==> src/rtl/ide_bm_pkg.sv <==
package ide_bm_pkg;

  typedef enum logic [1:0] {
    ST_IDLE   = 2'd0,
    ST_ACTIVE = 2'd1,
    ST_DRAIN  = 2'd2,
    ST_DONE   = 2'd3
  } bm_state_e;

  // register map defaults (byte addresses)
  localparam int unsigned CMD_BASE_DEF   = 'h00;
  localparam int unsigned CMD_STRIDE_DEF = 'h08;
  localparam int unsigned CTRL_ADDR_DEF  = 'h40;
  localparam int unsigned DIAG_ADDR_DEF  = 'h7C;

  // control register field placement (per port i: enable 4i, wide mode 4i+1)
  localparam int unsigned PORT_STRIDE  = 4;
  localparam int unsigned WIDE_OFS     = 1;
  localparam int unsigned LEGACY_BIT   = 11;
  localparam int unsigned RAWIRQ_BASE  = 28;
  localparam int unsigned RAWIRQ_STEP  = 2;
  localparam int unsigned SRST_BIT     = 18;

endpackage

==> src/rtl/ide_bm_chan_fsm.sv <==
module ide_bm_chan_fsm
  import ide_bm_pkg::*;
(
  input  logic       clk,
  input  logic       rst_n,
  input  logic       run_bit,
  input  logic       soft_rst,
  input  logic       xfer_last,
  input  logic       drain_empty,
  input  logic       drv_irq,
  output logic [1:0] state_o,
  output logic       host_irq_o
);

  bm_state_e st_q, st_d;
  logic      holdoff;

  always_comb begin
    st_d = st_q;
    if (soft_rst || !run_bit) begin
      st_d = ST_IDLE;
    end else begin
      unique case (st_q)
        ST_IDLE:   st_d = ST_ACTIVE;
        ST_ACTIVE: if (xfer_last)   st_d = ST_DRAIN;
        ST_DRAIN:  if (drain_empty) st_d = ST_DONE;
        ST_DONE:   st_d = ST_DONE;
        default:   st_d = ST_IDLE;
      endcase
    end
  end

  always_ff @(posedge clk) begin
    if (!rst_n) st_q <= ST_IDLE;
    else        st_q <= st_d;
  end

  // interrupt is withheld for as long as any DMA activity remains
  assign holdoff    = (st_q == ST_ACTIVE) || (st_q == ST_DRAIN);
  assign host_irq_o = drv_irq && !holdoff;
  assign state_o    = st_q;

  p_stop_idle_r4: assert property (@(posedge clk) disable iff (!rst_n)
    !run_bit |=> (state_o == ST_IDLE));

  p_srst_idle_r9: assert property (@(posedge clk) disable iff (!rst_n)
    soft_rst |=> (state_o == ST_IDLE));

  p_start_active_r2: assert property (@(posedge clk) disable iff (!rst_n)
    (state_o == ST_IDLE && run_bit && !soft_rst) |=> (state_o == ST_ACTIVE));

  p_drain_step_r3: assert property (@(posedge clk) disable iff (!rst_n)
    (state_o == ST_ACTIVE && xfer_last && run_bit && !soft_rst) |=> (state_o == ST_DRAIN));

  p_done_release_r6: assert property (@(posedge clk) disable iff (!rst_n)
    (state_o == ST_DONE && drv_irq) |-> host_irq_o);

endmodule

==> src/rtl/ide_bm_cfg_regs.sv <==
module ide_bm_cfg_regs
  import ide_bm_pkg::*;
#(
  parameter int unsigned NCH        = 2,
  parameter int unsigned ADDR_W     = 8,
  parameter int unsigned DATA_W     = 32,
  parameter int unsigned CMD_BASE   = CMD_BASE_DEF,
  parameter int unsigned CMD_STRIDE = CMD_STRIDE_DEF,
  parameter int unsigned CTRL_ADDR  = CTRL_ADDR_DEF,
  parameter int unsigned DIAG_ADDR  = DIAG_ADDR_DEF
)(
  input  logic              clk,
  input  logic              rst_n,
  input  logic              reg_wr,
  input  logic [ADDR_W-1:0] reg_addr,
  input  logic [DATA_W-1:0] reg_wdata,
  output logic [DATA_W-1:0] reg_rdata,
  input  logic [NCH-1:0]    drv_irq,
  input  logic [NCH-1:0]    ata_rst,
  output logic [NCH-1:0]    run_bits,
  output logic              soft_rst
);

  function automatic logic [DATA_W-1:0] ctrl_wmask();
    logic [DATA_W-1:0] m;
    m = '0;
    for (int i = 0; i < NCH; i++) begin
      m[PORT_STRIDE*i]            = 1'b1;
      m[PORT_STRIDE*i + WIDE_OFS] = 1'b1;
    end
    m[LEGACY_BIT] = 1'b1;
    return m;
  endfunction

  localparam logic [DATA_W-1:0] CTRL_WMASK = ctrl_wmask();
  localparam logic [ADDR_W-1:0] CTRL_A     = ADDR_W'(CTRL_ADDR);
  localparam logic [ADDR_W-1:0] DIAG_A     = ADDR_W'(DIAG_ADDR);

  logic [DATA_W-1:0] ctrl_q, ctrl_d;
  logic [NCH-1:0]    run_q;
  logic              srst_q;
  logic              ctrl_hit, diag_hit;

  assign ctrl_hit = reg_wr && (reg_addr == CTRL_A);
  assign diag_hit = reg_wr && (reg_addr == DIAG_A);

  // control register: write, then per-port ATA reset drops the wide-mode bit
  always_comb begin
    ctrl_d = ctrl_q;
    if (ctrl_hit) ctrl_d = reg_wdata & CTRL_WMASK;
    for (int i = 0; i < NCH; i++) begin
      if (ata_rst[i]) ctrl_d[PORT_STRIDE*i + WIDE_OFS] = 1'b0;
    end
  end

  always_ff @(posedge clk) begin
    if (!rst_n) begin
      ctrl_q <= '0;
      srst_q <= 1'b0;
    end else begin
      ctrl_q <= ctrl_d;
      if (diag_hit) srst_q <= reg_wdata[SRST_BIT];
    end
  end

  generate
    for (genvar g = 0; g < NCH; g++) begin : g_cmd
      localparam logic [ADDR_W-1:0] CMD_A = ADDR_W'(CMD_BASE + CMD_STRIDE*g);
      always_ff @(posedge clk) begin
        if (!rst_n)                           run_q[g] <= 1'b0;
        else if (reg_wr && reg_addr == CMD_A) run_q[g] <= reg_wdata[0];
      end

      p_atarst_clear_r11: assert property (@(posedge clk) disable iff (!rst_n)
        ata_rst[g] |=> !ctrl_q[PORT_STRIDE*g + WIDE_OFS]);
    end
  endgenerate

  // read-back
  always_comb begin
    reg_rdata = '0;
    if (reg_addr == CTRL_A) begin
      reg_rdata = ctrl_q;
      for (int i = 0; i < NCH; i++) reg_rdata[RAWIRQ_BASE + RAWIRQ_STEP*i] = drv_irq[i];
    end else if (reg_addr == DIAG_A) begin
      reg_rdata[SRST_BIT] = srst_q;
    end else begin
      for (int i = 0; i < NCH; i++) begin
        if (reg_addr == ADDR_W'(CMD_BASE + CMD_STRIDE*i)) reg_rdata[0] = run_q[i];
      end
    end
  end

  assign run_bits = run_q;
  assign soft_rst = srst_q;

  p_srst_keeps_ctrl_r10: assert property (@(posedge clk) disable iff (!rst_n)
    (srst_q && !ctrl_hit && ata_rst == '0) |=> $stable(ctrl_q));

  p_ctrl_ro_zero_r8: assert property (@(posedge clk) disable iff (!rst_n)
    ctrl_hit |=> ((ctrl_q & ~CTRL_WMASK) == '0));

endmodule

==> src/rtl/ide_bm_ctl.sv <==
module ide_bm_ctl
  import ide_bm_pkg::*;
#(
  parameter int unsigned NCH        = 2,
  parameter int unsigned ADDR_W     = 8,
  parameter int unsigned DATA_W     = 32,
  parameter int unsigned CMD_BASE   = CMD_BASE_DEF,
  parameter int unsigned CMD_STRIDE = CMD_STRIDE_DEF,
  parameter int unsigned CTRL_ADDR  = CTRL_ADDR_DEF,
  parameter int unsigned DIAG_ADDR  = DIAG_ADDR_DEF
)(
  input  logic              clk,
  input  logic              rst_n,
  input  logic              reg_wr,
  input  logic [ADDR_W-1:0] reg_addr,
  input  logic [DATA_W-1:0] reg_wdata,
  output logic [DATA_W-1:0] reg_rdata,
  input  logic [NCH-1:0]    drv_irq,
  input  logic [NCH-1:0]    xfer_last,
  input  logic [NCH-1:0]    drain_empty,
  input  logic [NCH-1:0]    ata_rst,
  output logic [NCH-1:0]    host_irq,
  output logic [2*NCH-1:0]  chan_state
);

  logic [NCH-1:0] run_bits;
  logic           soft_rst;

  ide_bm_cfg_regs #(
    .NCH(NCH), .ADDR_W(ADDR_W), .DATA_W(DATA_W),
    .CMD_BASE(CMD_BASE), .CMD_STRIDE(CMD_STRIDE),
    .CTRL_ADDR(CTRL_ADDR), .DIAG_ADDR(DIAG_ADDR)
  ) u_regs (
    .clk(clk), .rst_n(rst_n),
    .reg_wr(reg_wr), .reg_addr(reg_addr), .reg_wdata(reg_wdata), .reg_rdata(reg_rdata),
    .drv_irq(drv_irq), .ata_rst(ata_rst),
    .run_bits(run_bits), .soft_rst(soft_rst)
  );

  generate
    for (genvar c = 0; c < NCH; c++) begin : g_chan
      ide_bm_chan_fsm u_fsm (
        .clk(clk), .rst_n(rst_n),
        .run_bit(run_bits[c]), .soft_rst(soft_rst),
        .xfer_last(xfer_last[c]), .drain_empty(drain_empty[c]),
        .drv_irq(drv_irq[c]),
        .state_o(chan_state[2*c +: 2]),
        .host_irq_o(host_irq[c])
      );
    end
  endgenerate

endmodule

==> config.mk <==
export PLATFORM = sky130hd
export DESIGN_NAME = ide_bm_ctl
export DESIGN_NICKNAME = d
export VERILOG_FILES = /design/src/rtl/ide_bm_pkg.sv /design/src/rtl/ide_bm_chan_fsm.sv /design/src/rtl/ide_bm_cfg_regs.sv /design/src/rtl/ide_bm_ctl.sv
export SDC_FILE = /design/constraint.sdc
export NUM_CORES = 1
export LEC_CHECK = 0
export ABC_AREA = 1
export CORE_MARGIN = 8
export CORE_UTILIZATION = 32
export DETAILED_ROUTE_END_ITERATION = 12
export PLACE_DENSITY = 0.8
export SYNTH_ARGS = -nofsm -noshare
export SYNTH_HDL_FRONTEND = slang
export SYNTH_SLANG_ARGS = --single-unit
==> constraint.sdc <==
create_clock -name clk -period 1.25 [get_ports clk]
set_input_delay 0.1875 -clock clk [delete_from_list [all_inputs] [get_ports clk]]
set_output_delay 0.1875 -clock clk [all_outputs]
set_load 0.05 [all_outputs]
-- Yosys cells after proc, flatten, opt, wreduce, memory -nomap -nowiden
Cells that the tools add are included.
- equal/unequal tests: 13
- muxes and demuxes: 14
- bitwise logic cells: 1
- reduce and logical (&&, ||, !) cells: 23
- operators by type and width (cell ; number):
    $eq A8 B7 Y1 const B ; 2
    $pmux W2 S4 ; 2
    $mux W12 ; 1
    $mux W11 ; 1
    $eq A2 B2 Y1 const B ; 4
    $eq A8 B4 Y1 const B ; 1
    $logic_not A8 Y1 ; 1
    $mux W2 ; 4
    $ne A2 B2 Y1 const B ; 4
    $reduce_or A2 Y1 ; 4
    $logic_and A1 B1 Y1 ; 6
    $mux W1 ; 6
    $eq A2 B1 Y1 const B ; 2
    $logic_not A1 Y1 ; 4
    $logic_not A2 Y1 ; 2
    $logic_or A1 B1 Y1 ; 4
    $reduce_and A2 Y1 ; 2
    $not A1 Y1 ; 1
- bits in registers: 12
- bits of input ports: 51
- logic and storage cells: 59

-- Logic depth before layout (Yosys ltp)
- depth in word-level cells: 5
- gate-level depth with buffers: 8
- gate-level depth less buffers: 7

-- By module
Synthesis repeated with hierarchy kept, for this count alone.
- cells, all modules: 170
- area, all modules: 1046.0 µm²
- modules (own cells, without submodules) (module ; times used ; cells each ; area each (µm²) ; sequential area each (µm²)):
    ide_bm_cfg_regs ; 1 ; 120 ; 715.7 ; 160.2
    ide_bm_chan_fsm ; 2 ; 25 ; 165.2 ; 40.0

-- Worst setup path before layout
Ideal clock, no wire load.
- path type: input port to output port
- from: input port reg_addr[1]
- to: output port reg_rdata[18]
- data arrival time: 1893 ps
- setup slack: -831 ps
- cell stages on the path: 3
- cell sequence: nor2_1 -> nand2_1 -> nor4_1
- word-level cells in the longest chain between the ends: 3
- elaborated cells between the ends (all ways): 4
- RTL lines (what ; line ; text):
    start: declaration ; ide_bm_ctl.sv:15 ; input logic [ADDR_W-1:0] reg_addr,
    $eq A8 B7 Y1 ; ide_bm_cfg_regs.sv:85 ; end else if (reg_addr == DIAG_A) begin
    $mux W1 ; ide_bm_cfg_regs.sv:85 ;
    $mux W1 * ; ide_bm_cfg_regs.sv:82 ; if (reg_addr == CTRL_A) begin
    end: declaration ; ide_bm_ctl.sv:17 ; output logic [DATA_W-1:0] reg_rdata,
Every way passes the cells marked *; elsewhere a longest branch is shown, timed or not.

-- Final worst setup path
- from: register g_chan[1].u_fsm.st_q[1]
- to: output port host_irq[1]
- word-level cells in the longest chain between the ends: 4
- elaborated cells between the ends (all ways): 5
- RTL lines (what ; line ; text):
    start: declaration ; ide_bm_chan_fsm.sv:15 ; bm_state_e st_q, st_d;
    start signal: assignment ; ide_bm_chan_fsm.sv:35 ; else st_q <= st_d;
    $eq A2 B1 Y1 / $eq A2 B2 Y1 (equally long branches) ; ide_bm_chan_fsm.sv:39 ; assign holdoff = (st_q == ST_ACTIVE) || (st_q == ST_DRAIN);
    $logic_or A1 B1 Y1 * ; ide_bm_chan_fsm.sv:39 ;
    $logic_not A1 Y1 * ; ide_bm_chan_fsm.sv:40 ; assign host_irq_o = drv_irq && !holdoff;
    $logic_and A1 B1 Y1 * ; ide_bm_chan_fsm.sv:40 ;
    end: declaration ; ide_bm_ctl.sv:22 ; output logic [NCH-1:0] host_irq,
Marks and branches as above.

==> impl_table.tex <==
\begin{tabular}{lr}
\hline
Metric & Value \\
\hline
\multicolumn{2}{l}{\textbf{Outcome}} \\
Run status & complete, but fails checks \\
Violations in the final reports & negative setup slack \\
\multicolumn{2}{l}{\textbf{Cells and area}} \\
Fin cells & 275 \\
Multi-input gate area & 769 um2 \\
Layout filler cell count & 302 \\
Commonest non-fill, non-tap cell in the layout & sky130\_fd\_sc\_hd\_\_conb\_1 \\
Post-Layout Inst Area & 1970 um2 \\
Share of layout cells above drive strength 1 & 42.4\% \\
Sequential cell area & 256 um2 \\
End-of-flow core utilization & 60.4\% \\
Commonest cells after routing, fill and taps aside & 24 x sky130\_fd\_sc\_hd\_\_conb\_1, 23 x sky130\_fd\_sc\_hd\_\_inv\_1, 22 x sky130\_fd\_sc\_hd\_\_nor2\_1, 18 x sky130\_fd\_sc\_hd\_\_buf\_4, 17 x sky130\_fd\_sc\_hd\_\_nand2\_1 \\
Layout Area Growth over Synthesis & 86.9\% \\
Count of inserted antenna diode cells & 0 \\
Final \#Nets & 289 \\
\multicolumn{2}{l}{\textbf{Worst setup path}} \\
Max stage delay cell, worst path & sky130\_fd\_sc\_hd\_\_dfxtp\_4 \\
Type of the worst setup path & reg2out \\
Beginning of the critical path & g\_chan[1].u\_fsm.state\_o[1] \\
Critical path cell sequence & inv\_4 > ha\_4 > nor2\_4 > buf\_12 \\
Worst reg2reg setup slack & roughly 80 ps \\
Maximum single-stage delay on the critical path & approximately 370 ps \\
CP endpoint kind & output port \\
Max FO, Critical Path & 2 \\
Number of buffer and inverter stages on the critical path & 2 \\
Capture instance of the worst register-to-register path & g\_chan[1].u\_fsm.state\_o[0] \\
Reg2Reg Launch Point & g\_chan[1].u\_fsm.state\_o[1] \\
Crit-path leading delay family & flip-flops \\
Capture point of the critical path & host\_irq[1] \\
CP Depth & 4 \\
FF-to-FF path depth & 7 \\
Signal arrival time at the worst endpoint & 1140 ps \\
Data required time at the worst endpoint & between 1000 and 1500 ps \\
Critical path launch point type & flop \\
\multicolumn{2}{l}{\textbf{Floorplanning}} \\
Height of the die & 73.4 um \\
Initial core utilization & roughly 32\% \\
Core area & 3260 um2 \\
Die ar. & about 5400 um2 \\
Top-Level Pins & between 80 and 90 \\
Num rows & 21 \\
Horizontal die dimension & between 70 and 80 um \\
\multicolumn{2}{l}{\textbf{Clocking}} \\
Latest clock arrival within the worst-skew pair & 260 ps \\
Sinks on the clock net & 12 \\
Clock slew seen by the registers of the worst setup and hold paths & $\sim$80 ps \\
Number of buffers on the longest clock path & 2 \\
TritonCTS clock tree & yes \\
Root buffer cell & sky130\_fd\_sc\_hd\_\_clkbuf\_4 \\
CTS buffer count & 3 \\
Number of levels the H-tree was split into & 1 \\
\# hold bufs at CTS & 0 \\
\multicolumn{2}{l}{\textbf{Synthesis}} \\
Count of yosys warnings during synthesis & 0 \\
Fraction of the yosys area taken by sequential cells & between 20\% and 30\% \\
Yosys top cell area share & a little under a quarter \\
Async set-or-reset flop fraction in the synthesized netlist & 0\% \\
Largest area contributor in the netlist & sky130\_fd\_sc\_hd\_\_dfxtp\_1 \\
Area contributors post-synth & sky130\_fd\_sc\_hd\_\_dfxtp\_1 23\%, sky130\_fd\_sc\_hd\_\_buf\_4 19\%, sky130\_fd\_sc\_hd\_\_nor2\_1 14\% \\
Post-synthesis instance area & between 1000 and 1500 um2 \\
Count of flip-flops with a built-in enable after synthesis & 0 \\
Per-instance average area after synthesis & $\sim$6.2 um2 \\
Flops \& latches, synth & 12 \\
Predominant post-synthesis flop cell & sky130\_fd\_sc\_hd\_\_dfxtp\_1 \\
Cells after synthesis & 169 \\
Number of library cell types mapped by synthesis & 17 \\
\multicolumn{2}{l}{\textbf{STA}} \\
Tmin final & 1320 ps \\
Unrepaired setup endpoints after global routing & true \\
Part of the cycle the worst path needs & 106\% \\
Setup total negative slack & -148 ps \\
Clock tree skew after final layout & roughly 0.38 ps \\
Post-route worst setup slack & -74.8 ps \\
Final-report hold violation count & 0 \\
Total setup violations reported at the end of the flow & 2 \\
Max-slew violations & 0 \\
Fmax & about 0.75 GHz \\
\multicolumn{2}{l}{\textbf{Detailed routing}} \\
Total via count after detailed routing & 1,101 \\
Starting DRC count in detailed routing & 27 \\
Number of detailed-route iterations in the first pass & 4 \\
Number of remaining DRC errors & 0 \\
Number of antenna-violating nets in the routed design & 0 \\
Routed wirelength normalized by instance count & 10.7 um \\
Drt total wl & 2.94 mm \\
Post-detailed-route via-to-cell ratio & 4.00 \\
\multicolumn{2}{l}{\textbf{Placement}} \\
Placed cell count & 261 \\
Placed cell areas & about 1700 um2 \\
Weighted congestion at the end of routability-driven global placement & roughly 0.74 \\
Post-detailed-placement half-perimeter wirelength & 2.27 mm \\
Count of buffers inserted at the top-level ports & 38 \\
\multicolumn{2}{l}{\textbf{Hold path}} \\
Path category of the worst min-delay check & in2reg \\
\multicolumn{2}{l}{\textbf{Power}} \\
Overall power after layout & 0.000983 W \\
Worst supply voltage drop on vdd & 517 uV \\
Power per cell area & 499 nW/um2 \\
Leak & 0.893 nW \\
\multicolumn{2}{l}{\textbf{GRT}} \\
Number of global-route vias before repair & 1,105 \\
Initial antenna violation count & 0 \\
Wire length of the first global-routing pass & roughly 4.7 mm \\
Overall track demand over capacity in global routing & a little over a tenth \\
Remaining global-route overflow & 0 \\
Pin count of the biggest net entering global routing & 11 \\
\multicolumn{2}{l}{\textbf{Job}} \\
Maximum Capacitance Violations & 0 \\
\hline
\end{tabular}
## routing by layer
metal	up-vias	GRT usage (%)	wire length, um
met4	0	0.665	0
met2	34	20.9	1610
met5	-	0	0
met1	493	10.7	1110
met3	0	4.50	221
li1	574	-	-
## synth_stat cells (2+ instances only)
cell                      instances
sky130_fd_sc_hd__nor2_1          38
sky130_fd_sc_hd__inv_1           32
sky130_fd_sc_hd__buf_4           26
sky130_fd_sc_hd__nand2_1         22
sky130_fd_sc_hd__dfxtp_1         12
sky130_fd_sc_hd__nand3_1          9
sky130_fd_sc_hd__ha_1             8
sky130_fd_sc_hd__a21oi_1          7
sky130_fd_sc_hd__o21ai_0          4
sky130_fd_sc_hd__buf_6            2
sky130_fd_sc_hd__nor2_2           2
sky130_fd_sc_hd__o22ai_1          2
## worst register-to-register path, cell delays in order, from the launching register on
cell and delay [ps]:
sky130_fd_sc_hd__dfxtp_4 370, sky130_fd_sc_hd__buf_4 130, sky130_fd_sc_hd__ha_1 150, sky130_fd_sc_hd__inv_1 50
sky130_fd_sc_hd__o22ai_2 180, sky130_fd_sc_hd__inv_2 60, sky130_fd_sc_hd__nor2_2 90, sky130_fd_sc_hd__nor2_1 50
## worst min path at each step
stage / cells past startpoint / startpoint / to
global route: 7 / reg_addr[0] / u_regs.soft_rst
global placement: 2 / u_regs.ctrl_q[0] / u_regs.ctrl_q[0]
CTS: 8 / reg_addr[7] / u_regs.soft_rst
detailed placement: 2 / u_regs.ctrl_q[5] / u_regs.ctrl_q[5]
finish: 7 / reg_addr[0] / u_regs.soft_rst
floorplan: 2 / reg_wdata[18] / u_regs.soft_rst
## kinds of logic (layout without fill, tap and decap cells)
| logic type | Yosys count | in the layout | synth area share [%] |
|---|---|---|---|
| AND/OR/NAND/NOR | 73 | 73 | 28.0 |
| buffers and inverters | 62 | 99 | 32.9 |
| AO/OA/AOI/OAI | 13 | 13 | 6.41 |
| flip-flops | 12 | 12 | 22.8 |
| adder cells (fa/ha/maj) | 8 | 8 | 9.50 |
| other | 1 | 24 | 0.356 |
## through the flow
stage | setup WS, ps | hold slack, ps
6_report | -74.8 | 372
3_5_place_dp | -393 | 473
2_1_floorplan | -126 | 322
5_1_grt | -122 | 416
4_1_cts | -111 | 373
3_3_place_gp | -378 | 463
## final cells by class
type                            instances  share of cell area (%)
Clock buffer                            3                    1.14
Multi-Input combinational cell        118                    39.1
Inverter                               33                    7.05
Clock inverter                          1                   0.191
Sequential cell                        12                    13.0
Tap cell                               46                    2.92
Timing Repair Buffer                   62                    36.6
## timing repair
item	CTS	global route
setup endpoints to repair	15	15
setup buffers	9	1
gates cloned	0	0
gates resized for setup	63	39
pin swaps	17	17
## power by group
| part | internal [W] | switching [W] | leakage [nW] | total, W |
|---|---|---|---|---|
| Clock | 0.000115 | 0.000120 | 0.0154 | 0.000235 |
| Sequential | 0.000374 | 0.000000442 | 0.100 | 0.000374 |
| Combinational | 0.000121 | 0.000252 | 0.777 | 0.000373 |
| Total | 0.000610 | 0.000373 | 0.893 | 0.000983 |
## registers in the layout, indices dropped and copies added, names as in the netlist
signal	flops
u_regs.soft_rst	1
u_regs.ctrl_q	5
g_chan.u_fsm.state_o	4
u_regs.run_bits	2
Power figures use the tool's default switching activity.
